===== src/rtl/rx_err_pkg.sv =====
package rx_err_pkg;
    typedef enum logic [1:0] {
        ST_IDLE  = 2'd0,
        ST_ARMED = 2'd1,
        ST_FAULT = 2'd2,
        ST_HOLD  = 2'd3
    } hold_st_e;
endpackage


===== src/rtl/rx_err_par_run.sv =====
module rx_err_par_run #(
    parameter int PAR_LIMIT = 9,
    parameter int RUN_W     = 4
) (
    input  logic clk,
    input  logic rst_n,
    input  logic sf_stb_i,
    input  logic sf_odd_i,
    output logic par_err_o,
    output logic run_hard_o
);
    localparam logic [RUN_W-1:0] RUN_MAX = '1;
    localparam logic [RUN_W-1:0] LIMIT   = RUN_W'(PAR_LIMIT);

    logic [RUN_W-1:0] run_q;

    always_ff @(posedge clk or negedge rst_n) begin
        if (!rst_n) begin
            run_q <= '0;
        end else if (sf_stb_i) begin
            if (!sf_odd_i) begin
                run_q <= '0;
            end else if (run_q != RUN_MAX) begin
                run_q <= run_q + 1'b1;
            end
        end
    end

    assign par_err_o  = sf_stb_i & sf_odd_i;
    assign run_hard_o = (run_q >= LIMIT);

    // a good subframe ends any run
    p_good_clears_r4: assert property (@(posedge clk) disable iff (!rst_n)
        (sf_stb_i && !sf_odd_i) |=> !run_hard_o);
    // the escalation starts only on a parity error
    p_hard_needs_err_r5: assert property (@(posedge clk) disable iff (!rst_n)
        $rose(run_hard_o) |-> $past(sf_stb_i && sf_odd_i));
endmodule


===== src/rtl/rx_err_blk_cmp.sv =====
module rx_err_blk_cmp #(
    parameter int W = 4
) (
    input  logic         clk,
    input  logic         rst_n,
    input  logic         stb_i,
    input  logic [W-1:0] val_i,
    output logic         diff_o
);
    logic [W-1:0] prev_q;
    logic         have_q;

    always_ff @(posedge clk or negedge rst_n) begin
        if (!rst_n) begin
            prev_q <= '0;
            have_q <= 1'b0;
        end else if (stb_i) begin
            prev_q <= val_i;
            have_q <= 1'b1;
        end
    end

    assign diff_o = stb_i & have_q & (val_i != prev_q);

    // every block is captured
    p_capture_r9: assert property (@(posedge clk) disable iff (!rst_n)
        stb_i |=> (prev_q == $past(val_i)));
endmodule


===== src/rtl/rx_err_hold_fsm.sv =====
module rx_err_hold_fsm
    import rx_err_pkg::*;
#(
    parameter int HOLD_FRAMES = 4800
) (
    input  logic clk,
    input  logic rst_n,
    input  logic cause_i,
    input  logic lrck_rise_i,
    output logic hard_o,
    output logic busy_o
);
    localparam int CNT_W = $clog2(HOLD_FRAMES + 1);
    localparam logic [CNT_W-1:0] LAST = CNT_W'(HOLD_FRAMES - 1);

    hold_st_e         state, nxt;
    logic [CNT_W-1:0] cnt_q;

    always_ff @(posedge clk or negedge rst_n) begin
        if (!rst_n) begin
            state <= ST_IDLE;
            cnt_q <= '0;
        end else begin
            state <= nxt;
            if (state != ST_HOLD) begin
                cnt_q <= '0;
            end else if (!cause_i && lrck_rise_i) begin
                cnt_q <= cnt_q + 1'b1;
            end
        end
    end

    always_comb begin
        nxt = state;
        unique case (state)
            ST_IDLE:  if (cause_i) nxt = ST_ARMED;
            ST_ARMED: if (lrck_rise_i) nxt = ST_FAULT;
            ST_FAULT: if (!cause_i) nxt = ST_HOLD;
            ST_HOLD: begin
                if (cause_i) begin
                    nxt = ST_FAULT;
                end else if (lrck_rise_i && cnt_q == LAST) begin
                    nxt = ST_IDLE;
                end
            end
            default: nxt = ST_IDLE;
        endcase
    end

    assign hard_o = (state == ST_FAULT) || (state == ST_HOLD);
    assign busy_o = (state != ST_IDLE);

    // the hard flag moves only after a frame edge
    p_edge_aligned_r3: assert property (@(posedge clk) disable iff (!rst_n)
        (hard_o != $past(hard_o)) |-> $past(lrck_rise_i));
    // no release while a cause is present
    p_release_quiet_r2: assert property (@(posedge clk) disable iff (!rst_n)
        $fell(hard_o) |-> !$past(cause_i));
endmodule


===== src/rtl/rx_err_flag.sv =====
module rx_err_flag #(
    parameter int HOLD_FRAMES = 4800,
    parameter int PAR_LIMIT   = 9,
    parameter int RUN_W       = 4,
    parameter int CS_W        = 4,
    parameter int RATE_W      = 4
) (
    input  logic              clk,
    input  logic              rst_n,
    input  logic              lock_i,
    input  logic              pre_miss_i,
    input  logic              sf_stb_i,
    input  logic              sf_odd_i,
    input  logic              npcm_i,
    input  logic              blk_stb_i,
    input  logic [CS_W-1:0]   cs_fs_i,
    input  logic [RATE_W-1:0] meas_rate_i,
    input  logic              lrck_i,
    input  logic              cfg_var_rate_i,
    input  logic              cfg_npcm_err_i,
    input  logic              cfg_soft_fmt_i,
    output logic              err_o,
    output logic              mute_o
);
    logic lrck_q, lrck_rise;
    logic par_err, run_hard;
    logic cs_diff, rate_diff;
    logic cause, hard, busy;
    logic soft_pend_q, soft_q;

    always_ff @(posedge clk or negedge rst_n) begin
        if (!rst_n) begin
            lrck_q      <= 1'b0;
            soft_pend_q <= 1'b0;
            soft_q      <= 1'b0;
        end else begin
            lrck_q <= lrck_i;
            if (lrck_rise) begin
                soft_q      <= cfg_soft_fmt_i & (soft_pend_q | par_err);
                soft_pend_q <= 1'b0;
            end else begin
                soft_pend_q <= soft_pend_q | par_err;
            end
        end
    end

    assign lrck_rise = lrck_i & ~lrck_q;

    rx_err_par_run #(.PAR_LIMIT(PAR_LIMIT), .RUN_W(RUN_W)) u_run (
        .clk(clk), .rst_n(rst_n), .sf_stb_i(sf_stb_i), .sf_odd_i(sf_odd_i),
        .par_err_o(par_err), .run_hard_o(run_hard)
    );

    rx_err_blk_cmp #(.W(CS_W)) u_cs_cmp (
        .clk(clk), .rst_n(rst_n), .stb_i(blk_stb_i), .val_i(cs_fs_i), .diff_o(cs_diff)
    );

    rx_err_blk_cmp #(.W(RATE_W)) u_rate_cmp (
        .clk(clk), .rst_n(rst_n), .stb_i(blk_stb_i), .val_i(meas_rate_i), .diff_o(rate_diff)
    );

    assign cause = ~lock_i | pre_miss_i | run_hard | cs_diff
                 | (rate_diff & ~cfg_var_rate_i)
                 | (npcm_i & cfg_npcm_err_i);

    rx_err_hold_fsm #(.HOLD_FRAMES(HOLD_FRAMES)) u_fsm (
        .clk(clk), .rst_n(rst_n), .cause_i(cause), .lrck_rise_i(lrck_rise),
        .hard_o(hard), .busy_o(busy)
    );

    assign err_o  = hard | soft_q;
    assign mute_o = hard;

    // loss of lock always leaves the idle state
    p_lockloss_r1: assert property (@(posedge clk) disable iff (!rst_n)
        !lock_i |=> busy);
    // a changed rate field of the channel status is a lock-style error
    p_cs_change_r7: assert property (@(posedge clk) disable iff (!rst_n)
        cs_diff |=> busy);
    // non-PCM input is an error when enabled
    p_npcm_r10: assert property (@(posedge clk) disable iff (!rst_n)
        (npcm_i && cfg_npcm_err_i) |=> busy);
endmodule


===== config.mk =====
export PLATFORM = sky130hd
export DESIGN_NAME = rx_err_flag
export DESIGN_NICKNAME = d
export VERILOG_FILES = /design/src/rtl/rx_err_pkg.sv /design/src/rtl/rx_err_par_run.sv /design/src/rtl/rx_err_blk_cmp.sv /design/src/rtl/rx_err_hold_fsm.sv /design/src/rtl/rx_err_flag.sv
export SDC_FILE = /design/constraint.sdc
export NUM_CORES = 1
export LEC_CHECK = 0
export ABC_AREA = 1
export CORE_MARGIN = 5
export CORE_UTILIZATION = 51
export CTS_BUF_LIST = sky130_fd_sc_hd__clkbuf_4 sky130_fd_sc_hd__clkbuf_8
export DETAILED_ROUTE_END_ITERATION = 7
export DONT_BUFFER_PORTS = 1
export GPL_TIMING_DRIVEN = 0
export PLACE_DENSITY = 0.69
export SYNTH_ARGS = -nofsm -noshare
export SYNTH_HDL_FRONTEND = slang
export SYNTH_SLANG_ARGS = --single-unit

===== constraint.sdc =====
create_clock -name clk -period 1.59 [get_ports clk]
set_input_delay 0.318 -clock clk [delete_from_list [all_inputs] [get_ports clk]]
set_output_delay 0.318 -clock clk [all_outputs]
set_load 0.03 [all_outputs]

==> Word-level counts from Yosys, hierarchy flattened <==
Index checks and enable logic that the tools add are counted.
{ "totals": {"inputBits": 20, "output_inout_bits": 2, "reg_bits": 31, "elab_cells": 62} }
{ "op_classes": {"n_reduce_logical": 8, "muxes": 11, "bitwise_logic": 18, "eq_ne": 13, "n_lt_le_gt_ge": 1, "n_addsub": 2} }
{ "op_table": {"columns": ["op", "n"], "rows": [
  ["$mux W13", 2],
  ["$add A13 B1 Y13 const B", 1],
  ["$eq A13 B13 Y1 const B", 1],
  ["$mux W2", 5],
  ["$and A1 B1 Y1", 8],
  ["$mux W4", 2],
  ["$ne A4 B4 Y1", 2],
  ["$pmux W2 S4", 1],
  ["$or A1 B1 Y1", 7],
  ["$ne A2 B1 Y1 const B", 3],
  ["$add A4 B1 Y4 const B", 1],
  ["$eq A2 B2 Y1 const B", 2],
  ["$ge A4 B4 Y1 const B", 1],
  ["$ne A2 B2 Y1 const B", 2],
  ["$ne A4 B4 Y1 const B", 1],
  ["$reduce_and A4 Y1", 1],
  ["$ne A3 B1 Y1 const B", 1],
  ["$not A1 Y1", 3],
  ["$eq A2 B1 Y1 const B", 1],
  ["$logic_and A1 B1 Y1", 2],
  ["$logic_not A2 Y1", 1],
  ["$reduce_and A2 Y1", 1],
  ["$reduce_bool A2 Y1", 1],
  ["$logic_not A1 Y1", 1],
  ["2 further kinds", 2]
]} }

==> Longest topological paths before layout <==
{ "logic_depth": {"ltp_word": 10, "ltp_mapped": 15, "depth_no_buf": 15} }

==> Hierarchy <==
A second synthesis with hierarchy kept.
{ "unflattened": {"cells_unflattened": 270, "hier_area_um2": 1879.3} }
{ "modules_own_cells": {"columns": ["module", "instances", "area_each_um2", "seq_area_each_um2", "cells_each"], "rows": [
  ["rx_err_hold_fsm", 1, 890.9, 375.4, 126],
  ["rx_err_blk_cmp", 2, 265.3, 125.1, 39],
  ["rx_err_par_run", 1, 285.3, 100.1, 43],
  ["rx_err_flag", 1, 172.7, 75.1, 23]
]} }

==> Least setup slack after synthesis <==
OpenSTA, ideal clock, no wires.
{ "synth_timing": {"path_kind": "register to register", "start": "register u_run.run_q[0]", "end": "register u_fsm.cnt_q[10]", "path_buffers": 1, "setup_ns": 0.127, "period_less_slack_ns": 1.712, "required_ns": 1.463, "stages_incl_launch_ff": 11, "arrival_time_ns": 1.586, "setup_slack_ns": -0.122, "path_cell_list": "dfrtp_1 ha_1 nor2_1 a21oi_1 a211oi_2 nand2_4 nor2_8 inv_4 nand2_4 buf_6 o21ai_0"} }
{ "synth_via": {"elab_chain_cells": 8} }
{ "synth_rtl": {"columns": ["item", "line", "text"], "rows": [
  ["start, declared", "rx_err_par_run.sv:15", "logic [RUN_W-1:0] run_q;"],
  ["start signal, assigned", "rx_err_par_run.sv:24", "run_q <= run_q + 1'b1;"],
  ["$ge A4 B4 Y1", "rx_err_par_run.sv:30", "assign run_hard_o = (run_q >= LIMIT);"],
  ["$or A1 B1 Y1 (2 in a row)", "rx_err_flag.sv:62", "assign cause = ~lock_i | pre_miss_i | run_hard | cs_diff"],
  ["$or A1 B1 Y1", "rx_err_flag.sv:63", "| (rate_diff & ~cfg_var_rate_i)"],
  ["$or A1 B1 Y1", "rx_err_flag.sv:64", "| (npcm_i & cfg_npcm_err_i);"],
  ["$logic_not A1 Y1", "rx_err_hold_fsm.sv:27", "end else if (!cause_i && lrck_rise_i) begin"],
  ["$logic_and A1 B1 Y1", "rx_err_hold_fsm.sv:27", null],
  ["$reduce_bool A2 Y1 (no line)", null, null],
  ["end signal, assigned", "rx_err_hold_fsm.sv:28", "cnt_q <= cnt_q + 1'b1;"],
  ["end, declared", "rx_err_hold_fsm.sv:17", "logic [CNT_W-1:0] cnt_q;"]
]} }
No other way between the ends.
A chain may end at the register's enable or synchronous reset.

==> Worst setup path after layout <==
{ "layout_timing": {"start": "register u_run.run_q[0]", "end": "register u_fsm.cnt_q[9]"} }
The elaborated chain is that of the path after synthesis.

==> summary.txt <==
Status
  • Outcome: finished with violations
  • Failing checks: setup timing

Yosys
  • Synth Instances: 247
  • FFs w/ async S/R, synth: 100%
  • Synth Net Count: ~270
  • Mapped Area: 0.00182 mm²
  • EDFF count, synth: 0
  • Yosys cell types: 25
  • Cell accounting for the most synthesized area: dfrtp_1
  • Sequential-to-total area share from yosys stat: 42.6%
  • #FFs+latches synth: 31
  • Top cells by count, synth: nand2_1, inv_1, dfrtp_1
  • Synthesis Warnings: 0
  • Count leader, synth: nand2_1
  • Top-area cell type share of the netlist area: 42.6%
  • Most used flip-flop cell after synthesis: dfrtp_1
  • Synth top area cells: dfrtp_1, nand2_1, inv_1
  • Mean post-synth cell area: roughly 7.4 µm²

Global route
  • First-pass GRT wire length: 6370 µm
  • Largest net degree at the start of global routing: 32
  • Overall Global Routing Usage: between 10% and 20%
  • Remaining global-route overflow: 0
  • Antenna violations before repair: 0
  • Vias in the first global route: 1491

CTS
  • Maximum clock path buffer count: 2
  • Skew-Pair Late Insertion Delay: ~0.33 ns
  • CTS Root Cell: clkbuf_4
  • Clock Pin Slew Worst Setup and Hold Paths: 0.10 ns
  • TritonCTS Sinks: 31
  • CTS tree: done
  • H-tree levels: 2
  • Cts bufs inserted: 5

Critical path
  • Crit Path Category: reg -> reg
  • RR Startpoint: u_run.run_q[0]$_DFFE_PN0P_
  • Worst path required time: 1.81 ns
  • Critical path launch point type: register
  • CP endpoint kind: register
  • Critical Path Start: u_run.run_q[0]$_DFFE_PN0P_
  • Data arrival, critical path: roughly 1.9 ns
  • Crit Path Max Fanout: 5

Timing
  • Slew headroom: around three quarters
  • Hold Fails Final Rpt: 0
  • Worst-Margin Slew: 0.386 ns
  • Final cycle utilization of the critical path: 106%
  • Max-slew violations: 0
  • Minimum clock period: ~1.7 ns
  • Final WS setup: -0.0898 ns
  • Clk_skew: approximately 0.015 ns
  • RSZ-0062 raised after global routing: true
  • # setup viols final: 13
  • Fmax: 0.595 GHz

Floorplan
  • Die height: 69.8 µm
  • Row count: 21
  • DIE WIDTH: about 70 µm
  • Core Area: around 0.0034 mm²
  • Starting Density: 53.8%
  • I/O pins: 22
  • Full die area: 0.00487 mm²

Layout
  • Area Overhead vs Synth: 19.6%
  • Diodes inserted: 0
  • Fill count: 295
  • Final cell count without fillers: between 300 and 400
  • Share of layout cells above drive strength 1: ~21%
  • Net count reported at finish: ~300
  • Final core occ: ~64%

Pwr
  • Sequential Power Share: a little over two fifths
  • Sw Ratio: 35.3%
  • Pwr dens: roughly 950 mW/mm²
  • Gate power share: 34.2%
  • Psw: approximately 0.00073 W
  • Leak: approximately 1.1 nW
  • Maximum vdd drop: roughly 0.00060 V
  • Clock power frac: between 20% and 30%
  • Pint: roughly 0.0013 W

Route
  • Routed via count: approximately 1600
  • DR DRC count: 0
  • Pre-antenna DRT Iters: 4
  • Wire per inst: 12.0 µm
  • Antenna-violating nets left: 0
  • Via-to-Cell Ratio: between 5 and 6
  • Post-Route WL: 3790 µm
  • Initial drt markers: between 100 and 150

Job
  • Max-cap violations: 0

Worst hold path
  • Hold Crit Class: in -> reg
  • Hold wc startpoint: blk_stb_i

Place
  • Port Buffers: 0
  • GP Congestion: 0.883
  • Post-DP HPWL: 2540 µm
  • Placed insts: between 200 and 300
==> flip-flops by register name, summed over array words and instances (netlist names) <==
signal and cells:
u_run.run_q 4, u_fsm.cnt_q 13, soft_pend_q 1, lrck_q 1, soft_q 1, u_rate_cmp.have_q 1
u_fsm.state 2, u_rate_cmp.prev_q 4, u_cs_cmp.prev_q 4
==> area by class of cell <==
cell class,count,area [µm²],share of cell area (%)
buffer,3,18.8,0.861
clock buffer,6,51.3,2.35
clock inverter,1,5.00,0.230
inverter,35,138,6.31
multi-input combinational,178,973,44.7
sequential,31,776,35.6
tap,46,57.6,2.64
timing repair buffer,17,160,7.35
==> what timing repair did <==
action / 4_1_cts / 5_1_grt
endpoints found under the hold margin: 31 / 1
endpoints found under the setup margin: 15 / 18
resized for setup: 14 / 21
gates cloned: 1 / 0
pin swaps: 14 / 6
hold buffers: 2 / 1
setup buffers: 7 / 7
==> worst max-delay path: stages (launching register included) <==
cell      delay [ns]
dfrtp_1         0.42
ha_2            0.18
nor2_2          0.09
a21oi_2         0.06
a211oi_2        0.14
buf_4           0.16
nand2_4         0.07
nor2_8          0.12
inv_4           0.05
nand2_4         0.08
buf_6           0.14
o21ai_2         0.05
==> layout by cell type, fill, tap and decap left out <==
cell and count:
dlygate4sd3_1 2, buf_4 10, or2_2 2, nand2_1 70, nor2_8 1, ha_2 1, inv_2 3, dfrtp_1 31
xnor2_1 5, nand3_2 1, xor2_1 6, o21bai_1 3, clkinvlp_4 1, inv_4 1, o21ai_2 8, buf_12 1
nor2_1 23, clkbuf_8 1, clkbuf_4 5, clkbuf_1 2, nor3_1 5, buf_6 5, a211oi_2 1, nand4_1 7
nand2_2 7, a21oi_2 1, clkinv_2 1, inv_1 30, nand3_1 15, o21ai_0 10, nor2_2 1, a21oi_1 1
ha_1 3, nand2_4 3, nor3b_2 1, o21ai_1 1, nor2_4 1, a21o_1 1
==> kinds of logic (layout without fill, tap and decap cells) <==
family	count (synthesis)	in the layout	share of synthesized area [%]
simple gates	137	137	32.9
buf+inv	38	62	8.37
flops	31	31	42.6
fa+ha+maj	4	4	2.75
compound gates	26	26	8.10
xor+xnor	11	11	5.28
==> worst paths after layout <==
| check | end | slack [ns] | cells past startpoint |
|---|---|---|---|
| max | u_fsm.cnt_q[9]$_DFFE_PN0P_ | -0.09 | 11 |
| min | u_rate_cmp.prev_q[1]$_DFFE_PN0P_ | 0.08 | 1 |
| max reg2reg | u_fsm.cnt_q[9]$_DFFE_PN0P_ | -0.09 | 11 |
| min reg2reg | u_rate_cmp.have_q$_DFFE_PN0P_ | 0.47 | 1 |
| max in group asynchronous | u_fsm.state[0]$_DFFE_PN0P_ | 1.01 | 2 |
| min in group asynchronous | u_fsm.cnt_q[5]$_DFFE_PN0P_ | 0.41 | 2 |
==> power groups by stage <==
stage | logic, W | registers (W) | clock network (W)
floorplan | 0.000363 | 0.000893 | 0
global placement | 0.000453 | 0.000903 | 0
detailed placement | 0.000458 | 0.000902 | 0
CTS | 0.000556 | 0.000883 | 0.000487
global route | 0.000783 | 0.000894 | 0.000524
finish | 0.000705 | 0.000885 | 0.000473
==> metal layers <==
layer,global-route usage [%],part of all wire (%),up-vias
met2,27.2,49,31
met1,18.9,44,734
met3,5.94,5.2,8
met4,5.11,1.4,0
li1,-,-,822
met5,0,0,-
==> metrics by stage <==
stage / TNS [ns] / hold WS, ns / total power, W / worst slack (ns) / area [µm²]
3_5_place_dp: -4.27 / 0.0235 / 0.00136 / -0.364 / 1880
2_1_floorplan: -0.984 / 0.0224 / 0.00126 / -0.104 / 1830
4_1_cts: -2.69 / 0.00785 / 0.00193 / -0.197 / 2050
3_3_place_gp: -4.21 / 0.0235 / 0.00136 / -0.350 / 1880
6_report: -0.956 / 0.0832 / 0.00206 / -0.0898 / 2180
5_1_grt: -2.50 / 0.0648 / 0.00220 / -0.192 / 2180
No activity file was read; power rests on OpenSTA's default activity.
